### src/rtl/bufen_pkg.sv
// Package: shared types for the buffer enable controller.
// Assumes all selects and enables are active high inside the block.
package bufen_pkg;
    localparam int NUM_EN = 5;

    // One enable per buffer path; bit order fixed for the gate stage.
    typedef struct packed {
        logic rom;
        logic ram;
        logic user;
        logic board_x;
        logic user_x;
    } buf_en_t;

    // Region selects from the address decoder.
    typedef struct packed {
        logic rom;
        logic sram;
        logic dram;
        logic user0;
        logic user1;
    } region_sel_t;
endpackage

### src/rtl/bufen_blt_sync.sv
// Module: qualifies the raw block-transfer indication against a list of
// status codes and registers it once per bus cycle, at the edge where the
// cycle-start strobe is sampled high. Assumes cyc_start is high for T1 only.
module bufen_blt_sync #(
    parameter int STATUS_W  = 4,
    parameter int NUM_CODES = 2,
    parameter logic [NUM_CODES*STATUS_W-1:0] CODES = {4'b1011, 4'b1010}
) (
    input  logic                clk,
    input  logic                rst_n,
    input  logic                cyc_start,
    input  logic [STATUS_W-1:0] bus_status,
    input  logic                blt_raw,
    output logic                blt_mode
);
    logic [NUM_CODES-1:0] code_hit;
    logic                 qualified;

    // One comparator per accepted block-transfer status code.
    for (genvar i = 0; i < NUM_CODES; i++) begin : g_code
        assign code_hit[i] = (bus_status == CODES[i*STATUS_W +: STATUS_W]);
    end

    // Raw indication counts only with a matching status code.
    assign qualified = blt_raw & (|code_hit);

    // Load the mode flag at the cycle-start edge, hold it otherwise.
    always_ff @(posedge clk) begin
        if (!rst_n)
            blt_mode <= 1'b0;
        else if (cyc_start)
            blt_mode <= qualified;
    end

    p_hold_between_starts_r1: assert property (@(posedge clk) disable iff (!rst_n)
        !cyc_start |=> $stable(blt_mode));
    p_raw_low_clears_r2: assert property (@(posedge clk) disable iff (!rst_n)
        (cyc_start && !blt_raw) |=> !blt_mode);
    p_reset_clears_r11: assert property (@(posedge clk)
        !rst_n |=> !blt_mode);
endmodule

### src/rtl/bufen_route.sv
// Module: combinational route decode. Picks one segment buffer in ordinary
// cycles, or one crossover in block mode. Assumes the data-buffer enable
// is applied afterwards by the gate stage.
module bufen_route
    import bufen_pkg::*;
(
    input  logic        blt_mode,
    input  logic        accel_sel,
    input  region_sel_t sel,
    output buf_en_t     route
);
    logic any_ram;
    logic any_user;

    // Fold the region selects into segment groups.
    assign any_ram  = sel.sram | sel.dram;
    assign any_user = sel.user0 | sel.user1;

    // Route decode: segment buffers normally, crossovers in block mode.
    always_comb begin
        route = '0;
        if (blt_mode) begin
            route.board_x = accel_sel & sel.rom;
            route.user_x  = ~accel_sel & any_ram;
        end else begin
            route.ram  = any_ram;
            route.user = any_user & ~any_ram;
            route.rom  = ~any_ram & ~any_user;
        end
    end
endmodule

### src/rtl/bufen_gate.sv
// Module: final qualification of every enable by the processor
// data-buffer enable, kept out of the decode so the buffers close as
// soon as that enable drops.
module bufen_gate #(
    parameter int N = 5
) (
    input  logic [N-1:0] en_in,
    input  logic         dbe,
    output logic [N-1:0] en_out
);
    // One AND gate per buffer enable.
    for (genvar i = 0; i < N; i++) begin : g_and
        assign en_out[i] = en_in[i] & dbe;
    end
endmodule

### src/rtl/bufen_ctrl.sv
// Module: top of the buffer enable controller. Joins the block-mode
// synchroniser, the route decode and the final gate stage.
// Assumes the address decoder's selects are stable while dbe is high.
module bufen_ctrl
    import bufen_pkg::*;
#(
    parameter int STATUS_W  = 4,
    parameter int NUM_CODES = 2,
    parameter logic [NUM_CODES*STATUS_W-1:0] BLT_CODES = {4'b1011, 4'b1010}
) (
    input  logic                clk,
    input  logic                rst_n,
    input  logic                cyc_start,
    input  logic [STATUS_W-1:0] bus_status,
    input  logic                blt_raw,
    input  logic                accel_sel,
    input  logic                sel_rom,
    input  logic                sel_sram,
    input  logic                sel_dram,
    input  logic                sel_user0,
    input  logic                sel_user1,
    input  logic                dbe,
    output logic                en_rom_bus,
    output logic                en_ram_bus,
    output logic                en_user_bus,
    output logic                en_board_xfer,
    output logic                en_user_xfer
);
    logic        blt_mode;
    region_sel_t sel;
    buf_en_t     route;
    buf_en_t     gated;

    // Pack the decoder selects into the shared struct.
    assign sel = '{rom: sel_rom, sram: sel_sram, dram: sel_dram,
                   user0: sel_user0, user1: sel_user1};

    bufen_blt_sync #(
        .STATUS_W (STATUS_W),
        .NUM_CODES(NUM_CODES),
        .CODES    (BLT_CODES)
    ) u_sync (
        .clk       (clk),
        .rst_n     (rst_n),
        .cyc_start (cyc_start),
        .bus_status(bus_status),
        .blt_raw   (blt_raw),
        .blt_mode  (blt_mode)
    );

    bufen_route u_route (
        .blt_mode (blt_mode),
        .accel_sel(accel_sel),
        .sel      (sel),
        .route    (route)
    );

    bufen_gate #(.N(NUM_EN)) u_gate (
        .en_in (route),
        .dbe   (dbe),
        .en_out(gated)
    );

    // Unpack the gated enables onto the ports.
    assign en_rom_bus    = gated.rom;
    assign en_ram_bus    = gated.ram;
    assign en_user_bus   = gated.user;
    assign en_board_xfer = gated.board_x;
    assign en_user_xfer  = gated.user_x;

    p_at_most_one_r10: assert property (@(posedge clk) disable iff (!rst_n)
        $onehot0({en_rom_bus, en_ram_bus, en_user_bus, en_board_xfer, en_user_xfer}));
    p_dbe_closes_r9: assert property (@(posedge clk) disable iff (!rst_n)
        !dbe |-> !(en_rom_bus | en_ram_bus | en_user_bus | en_board_xfer | en_user_xfer));
    p_blt_isolates_r6: assert property (@(posedge clk) disable iff (!rst_n)
        blt_mode |-> !(en_rom_bus | en_ram_bus | en_user_bus));
    p_board_x_cond_r7: assert property (@(posedge clk) disable iff (!rst_n)
        en_board_xfer |-> (blt_mode && accel_sel && sel_rom));
    p_user_x_cond_r8: assert property (@(posedge clk) disable iff (!rst_n)
        en_user_xfer |-> (blt_mode && !accel_sel && (sel_sram || sel_dram)));
    p_ram_route_r4: assert property (@(posedge clk) disable iff (!rst_n)
        (!blt_mode && dbe && (sel_sram || sel_dram)) |-> en_ram_bus);
endmodule

### config.mk
export PLATFORM = sky130hd
export DESIGN_NAME = bufen_ctrl
export DESIGN_NICKNAME = d
export VERILOG_FILES = /design/src/rtl/bufen_pkg.sv /design/src/rtl/bufen_blt_sync.sv /design/src/rtl/bufen_route.sv /design/src/rtl/bufen_gate.sv /design/src/rtl/bufen_ctrl.sv
export SDC_FILE = /design/constraint.sdc
export NUM_CORES = 1
export LEC_CHECK = 0
export CAP_MARGIN = 20
export CELL_PAD_IN_SITES_DETAIL_PLACEMENT = 0
export CELL_PAD_IN_SITES_GLOBAL_PLACEMENT = 1
export CORE_AREA = 2 2 39 41
export DETAILED_ROUTE_END_ITERATION = 8
export DIE_AREA = 0 0 41 43
export DONT_BUFFER_PORTS = 1
export PLACE_DENSITY_LB_ADDON = 0.1
export SKIP_LAST_GASP = 1
export SYNTH_ARGS = -nofsm -noshare
export SYNTH_HDL_FRONTEND = slang
export SYNTH_HIERARCHICAL = 1
export SYNTH_SLANG_ARGS = --single-unit
### constraint.sdc
create_clock -name clk -period 0.8 [get_ports clk]
set_input_delay 0.08 -clock clk [delete_from_list [all_inputs] [get_ports clk]]
set_output_delay 0.08 -clock clk [all_outputs]
set_load 0.03 [all_outputs]
Yosys cells after proc, flatten, opt, wreduce, memory -nomap -nowiden
Index checks and enable logic that the tools add are counted.
{ "classes": {"n_eq_ne": 2, "bitwise_logic": 15, "mux": 2, "n_reduce_logical": 1} }
{ "ops": {"columns": ["cell", "n"], "rows": [
  ["$and 1x1->1", 10],
  ["$eq 4x4->1 const B", 2],
  ["$mux 3", 1],
  ["$not 1->1", 3],
  ["$mux 2", 1],
  ["$or 1x1->1", 2],
  ["$reduce_or 2->1", 1]
]} }
{ "word_totals": {"wordCells": 21, "input_bits": 15, "output_inout_bits": 5, "register_bits": 1} }

Depth between registers and ports, before layout
Gate-level depths: netlist (run 1).
{ "logic_depth": {"ltp_word": 5, "depth_mapped": 3, "depth_no_buf": 3} }

Cells and area by module
The synthesis (run 1) kept the hierarchy.
{ "by_module_without_submodules": {"columns": ["mod", "cells_each", "seq_area_each_um2", "area_per_inst_um2", "instances"], "rows": [
  ["bufen_route", 7, 0.0, 48.8, 1],
  ["bufen_blt_sync", 5, 20.0, 45.0, 1],
  ["bufen_gate", 5, 0.0, 31.3, 1]
]} }

Least setup slack after synthesis (run 1)
OpenSTA, ideal clock, no wires.
{ "synth_path": {"kind": "register to output", "start": "register u_sync.blt_mode", "end": "output port en_user_xfer", "arrival_ns": 0.843, "n_path_buf": 0, "required_ns": 0.720, "stages_incl_launch_ff": 3, "slack_ns": -0.123, "path_cell_list": "dfxtp_1 -> nor3b_1 -> and2_1"} }
{ "synth_rtl": {"columns": ["element", "line_no", "rtl"], "rows": [
  ["from (decl)", "bufen_blt_sync.sv:14", "output logic blt_mode"],
  ["from (signal assigned)", "bufen_blt_sync.sv:32", "blt_mode <= qualified;"],
  ["to (decl)", "bufen_ctrl.sv:27", "output logic en_user_xfer"]
]} }

==> results of run 1 <==
## where the power goes
group / switching, mW / internal (mW)
logic: 0.0255 / 0.0296
clock network: 0 / 0
registers: 0.00133 / 0.0518
total: 0.0268 / 0.0814
## critical path, stage by stage, from the launching register on
cell     delay, ns
dfxtp_2       0.33
nor4_4        0.20
and2_4        0.23
## routing by layer
layer  GRT usage  routed length, um  share of wire  vias to the layer above
met4           0                  0              0                        0
met2      0.0656                166           0.54                       12
met5           0                  0              0                        -
met1      0.0350                 99           0.32                       53
met3           0                 43           0.14                        0
li1            -                  -              -                       62
## metrics by stage
stage | worst slack [ns] | setup TNS, ns | hold slack [ns] | power [mW]
floorplan | -0.00917 | -0.00917 | 0.205 | 0.0873
global placement | -0.0510 | -0.118 | 0.211 | 0.105
detailed placement | -0.0715 | -0.138 | 0.219 | 0.105
CTS | -0.0719 | -0.116 | 0.219 | 0.105
global route | -0.0978 | -0.331 | 0.226 | 0.113
finish | -0.0352 | -0.0998 | 0.218 | 0.108
## cells by family (layout without fill, tap and decap cells)
kind of cell / count (synthesis) / after routing / share of synthesized area
AND/OR/NAND/NOR: 15 / 15 / 0.800
AO/OA/AOI/OAI: 1 / 1 / 0.0400
flip-flops: 1 / 1 / 0.160
buffers and inverters: 0 / 1 / 0
## Yosys cell counts (all sizes together)
library cell / n
nand4b: 1
and3: 1
o21ai: 1
nand2: 1
nor4: 1
and3b: 1
and2: 5
dfxtp: 1
nor3b: 1
nand3b: 1
nor2: 3
## worst min-delay path by stage
stage                 endpoint  slack (ns)  cells after the start
2_1_floorplan  u_sync/blt_mode        0.21                      2
3_3_place_gp   u_sync/blt_mode        0.21                      2
3_5_place_dp   u_sync/blt_mode        0.22                      2
4_1_cts        u_sync/blt_mode        0.22                      2
5_1_grt        u_sync/blt_mode        0.23                      2
6_report       u_sync/blt_mode        0.22                      2
## placed cells by master, fill, tap and decap left out
cell type  count
and2_1         1
and2_4         4
nor4_4         1
and3b_1        1
nor2_1         2
nand4b_1       1
dfxtp_2        1
nor3b_2        1
buf_12         1
and3_1         1
nor2_2         1
o21ai_1        1
nand2_1        1
nand3b_1       1
## timing repair
item,in CTS,in global routing
setup endpoints to repair,5,5
gates resized for setup,1,1
pin swaps,0,1
## cell type report
class | instances | area [um^2] | share of cell area
Multi-Input combinational cell | 16 | 129 | 0.678
Timing Repair Buffer | 1 | 20.0 | 0.105
Sequential cell | 1 | 21.3 | 0.112
Tap cell | 16 | 20.0 | 0.105
==> results.md, run 1 <==
- Slew Limit Headroom: 0.837
- Worst-Skew Late Latency: 0 ns
- Worst Skew: 0 ns
- CP Capture Type: primary output
- Maximum clock frequency: 1200 MHz
- Layout net count: 35
- Actual slew at the worst max-slew pin: 0.244 ns
- Initial antenna violation count: 0
- Reg2Reg Depth: 2
- DR DRC count: 0
- Power density cells: 569 nW/um^2
- Critical path origin: u_sync/blt_mode
- Synthesized net count: 32
- Detailed Route WL: 309 um
- Pre-antenna DRT Iters: 1
- Cts-stage hold buffer count: 0
- Largest register FFs: 1
- DR vias: 127
- Worst hold start: cyc_start
- Run status: finished with violations
- Hold Path Class: in -> reg
- Postcts setup bufs: 0
- Tcrit/Tclk final: 1.04
- RSZ-0062 raised after global routing: true
- Post-route ant nets: 0
- Final setup margin: -0.0352 ns
- Max-slew violations: 0
- Worst setup endpoint: en_user_bus
- Ant diodes: 0
- Final instance area: 190 um^2
- First-pass GRT wire length: 434 um
- IO buf count: 0
- # IOs: 20
- Leak: 0.0669 nW
- Synthesis-to-finish area growth: 52.0%
- Post-placement cell count: 34
- Worst Setup Start Kind: flip-flop
- Arr. time, crit path: 0.76 ns
- Reg-to-Reg End: u_sync/blt_mode
- Min cycle time layout: 0.835 ns
- Chip Height: 43 um
- Final Non-Filler Cells: 34
- Count of final setup violators: 4
- Die area: 1760 um^2
- Vias in the first global route: 110
- Peak supply drop: 224 uV
- Worst Path Required: 0.72 ns
- Layout cells sized above 1: 0.500
- Largest Register: u_sync/blt_mode
- Clock transition at path regs: 0 ns
- Seq/Total Area, Yosys: 0.160
- CP Max Fanout: 6
- GR Overflow Total: 0
- Yosys top cell by area: and2_1
- FF-to-FF setup slack: 0.21 ns
- Syn Area/Cell: 7.36 um^2
- Area of the core: 1380 um^2
- Layout fillers: 156
- Distinct cells, synth: 12
- Synthesized netlist cell count: 17
- Die W: 41 um
- Failing checks: negative setup slack
- Placer Congestion: 0.450
- Max-cap violation count: 0
- Number of vias per cell: 3.74
- Biggest regs: u_sync/blt_mode x1
- Synth top area share: 0.250
- Cell area after synthesis: 125 um^2
- # rows: 14
- Drt first-iter violations: 0
- Endpoints failing hold: 0
- Total track usage: 0.0320
- Synthesis warning total: 6
- Top cells by area, synth: and2_1, dfxtp_1, nor4_2, and3b_1, nand4b_1
- Dpl cell area: 180 um^2
- Initial Utilization: 0.0904
- Core Util, Final: 0.137
- #FFs+latches synth: 1
- WS Path Type: reg -> out
- Pin count of the biggest net entering global routing: 7
- Routed wire per std cell: 9.09 um
- Reg2reg start: u_sync/blt_mode
No activity file was read; power rests on OpenSTA's default activity.
==> run 2, diff against run 1 <==
SYNTH_HIERARCHICAL = not set   (was 1)
==> run 2 against run 1 <==
The run still ends with negative setup slack left. Flip-flop and latch count unchanged. Fmax down 30%. Global-route usage down 0.20 points. Core utilization up 3.8 points. Final cell count up 8.8%. Largest cell class unchanged.
==> results.md, run 2 <==
- Routing usage on met2: 0.0500 (-0.0156)
- Drt first-iter violations: 0 (unchanged)
- RSZ-0062 raised after global routing: true
- Routed wire per std cell: 8.19 um (-9.9%)
- Synthesized net count: 30 (-6.3%)
- Cell area after synthesis: 100 um^2 (-20%)
- Tcrit/Tclk final: 1.50 (+0.452)
- Layout cells sized above 1: 0.667 (+0.167)
- Worst Skew: 0 ns (unchanged)
- Count of final setup violators: 6 (+2)
- Ant diodes: 0 (unchanged)
- IO buf count: 0 (unchanged)
- # IOs: 20 (unchanged)
- Vias in the first global route: 118 (+7.3%)
- Leak: 0.0896 nW (+34%)
- Most common cell in the netlist: nor2_1
- Die area: 1760 um^2 (unchanged)
- Initial Utilization: 0.0723 (-0.0181)
- Dpl hpwl: 301 um
- Power density cells: 447 nW/um^2 (-21%)
- Post-route ant nets: 0 (unchanged)
- Biggest regs: u_sync.blt_mode x1
- Chip Height: 43 um (unchanged)
- Most common flop cell mapped by yosys: dfxtp_1
- Die W: 41 um (unchanged)
- Endpoints failing hold: 0 (unchanged)
- Worst Setup Start Kind: flip-flop
- Crit-path cells: or4b_4, nor3_4, buf_12
- #FFs+latches synth: 1 (unchanged)
- Async S/R FF share, synth: 0 (unchanged)
- Worst-Skew Late Latency: 0 ns (unchanged)
- Setup TNS: -1.08 ns (-0.984 ns)
- Top cells by area, synth: dfxtp_1, nor2_1, nand2_1, nor3_2, or4b_1
- DR vias: 142 (+12%)
- Syn Area/Cell: 6.67 um^2 (-9.3%)
- Placer Congestion: 0.452 (+0.27%)
- Met1 Use GR: 0.0446 (+0.00955)
- Max-cap violation count: 0 (unchanged)
- WS Path Type: reg -> out
- Yosys top cell by area: dfxtp_1
- DR DRC count: 0 (unchanged)
- Min cycle time layout: 1.20 ns (+0.362 ns)
- Largest Register: u_sync.blt_mode
- Hold Path Class: in -> reg
- Arr. time, crit path: 1.12 ns (+0.36 ns)
- Slowest-stage cell, CP: or4b_4
- Final setup margin: -0.397 ns (-0.362 ns)
- DP Worst Slack: -0.469 ns (-0.398 ns)
- # rows: 14 (unchanged)
- Post-synth EDFFs: 0 (unchanged)
- Area of the core: 1380 um^2 (unchanged)
- First-pass GRT wire length: 400 um (-7.8%)
- Dpl cell area: 215 um^2 (+19%)
- Run status: finished with violations
- Detailed Route WL: 303 um (-1.9%)
- Distinct cells, synth: 10 (-2)
- Layout net count: 38 (+8.6%)
- Clock transition at path regs: 0 ns (unchanged)
- CP Capture Type: primary output
- Peak supply drop: 215 uV (-4.2%)
- Commonest cells in the netlist: nor2_1, nand2_1
- Global routing's busiest layer: met2
- Cts-stage hold buffer count: 0 (unchanged)
- Seq/Total Area, Yosys: 0.200 (+0.0400)
- Synthesized netlist cell count: 15 (-2)
- Bufs and invs on worst path: 1 (+1)
- Synth top area share: 0.200 (-0.0500)
- Total track usage: 0.0300 (-0.00200)
- Maximum clock frequency: 835 MHz (-30%)
- Worst Path Required: 0.72 ns (about the same)
- CP Max Fanout: 2 (-4)
- Synthesis-to-finish area growth: 143%
- Number of vias per cell: 3.84 (+2.7%)
- Pin count of the biggest net entering global routing: 4 (-3)
- Slew Limit Headroom: 0.800 (-0.0363)
- Final instance area: 243 um^2 (+28%)
- Synthesis warning total: 0 (-6)
- Largest register FFs: 1 (unchanged)
- CP top delay family: simple AND/OR/NAND/NOR gates
- Failing checks: negative setup slack
- Max-slew violations: 0 (unchanged)
- Actual slew at the worst max-slew pin: 0.299 ns (+0.0543 ns)
- GR Overflow Total: 0 (unchanged)
- Met3 usage: 0 (unchanged)
- Crit path largest cell delay: 0.51 ns (+0.18 ns)
- Initial antenna violation count: 0 (unchanged)
- Pre-antenna DRT Iters: 1 (unchanged)
## run 2: through the flow
step	hold slack, ns	std cells	total power [mW]	utilization
6_report	0.231	37	0.108	0.175
3_5_place_dp	0.235	36	0.104	0.156
2_1_floorplan	0.201	15	0.0884	-
3_3_place_gp	0.217	36	0.103	0.156
5_1_grt	0.274	37	0.112	0.175
4_1_cts	0.235	36	0.108	0.167
## run 2: area by class of cell
type / count / area, um^2
fillers: 156 / 1140
multi-input cells: 14 / 124
flip-flops and latches: 1 / 21.3
well taps: 16 / 20.0
repair buffers: 6 / 77.6
## run 2: kinds of logic (layout without fill, tap and decap cells)
| logic type | count (synthesis) | after routing | synth area share |
|---|---|---|---|
| simple gates | 13 | 13 | 0.750 |
| compound gates | 1 | 1 | 0.0500 |
| flops | 1 | 1 | 0.200 |
| buf+inv | 0 | 6 | 0 |
## run 2: metal layers
metal | wire, um | share of wire
met1 | 111 | 0.37
met2 | 118 | 0.39
met3 | 73 | 0.24
met4 | 0 | 0
met5 | 0 | 0
## run 2: path summary, 6_finish.rpt
kind	startpoint	end	slack [ns]	cells past startpoint
setup / recovery	u_sync.blt_mode	en_rom_bus	-0.40	3
hold / removal	cyc_start	u_sync.blt_mode	0.23	2
setup reg to reg	u_sync.blt_mode	u_sync.blt_mode	-0.02	4
hold reg to reg	u_sync.blt_mode	u_sync.blt_mode	0.70	4
## run 2: timing repair
item | CTS | global route
resized for setup | 4 | 1
pin swaps | 4 | 1
cloned | 0 | 0
endpoints found under the setup margin | 5 | 5
setup buffers | 0 | 1
## run 2: worst register-to-register path, delay by kind of cell, from the launching register on
kind                   cells  cell delay [ns]
flip-flops                 1             0.30
buffers and inverters      2             0.25
AND/OR/NAND/NOR            1             0.07
AO/OA/AOI/OAI              1             0.08
## run 2: report_power, final
group | leakage, nW | switching [mW] | internal [mW] | total [mW]
sequential | 0.00858 | 0.000517 | 0.0518 | 0.0523
clock | 0 | 0 | 0 | 0
combinational | 0.0810 | 0.0293 | 0.0269 | 0.0562
total | 0.0896 | 0.0298 | 0.0786 | 0.108
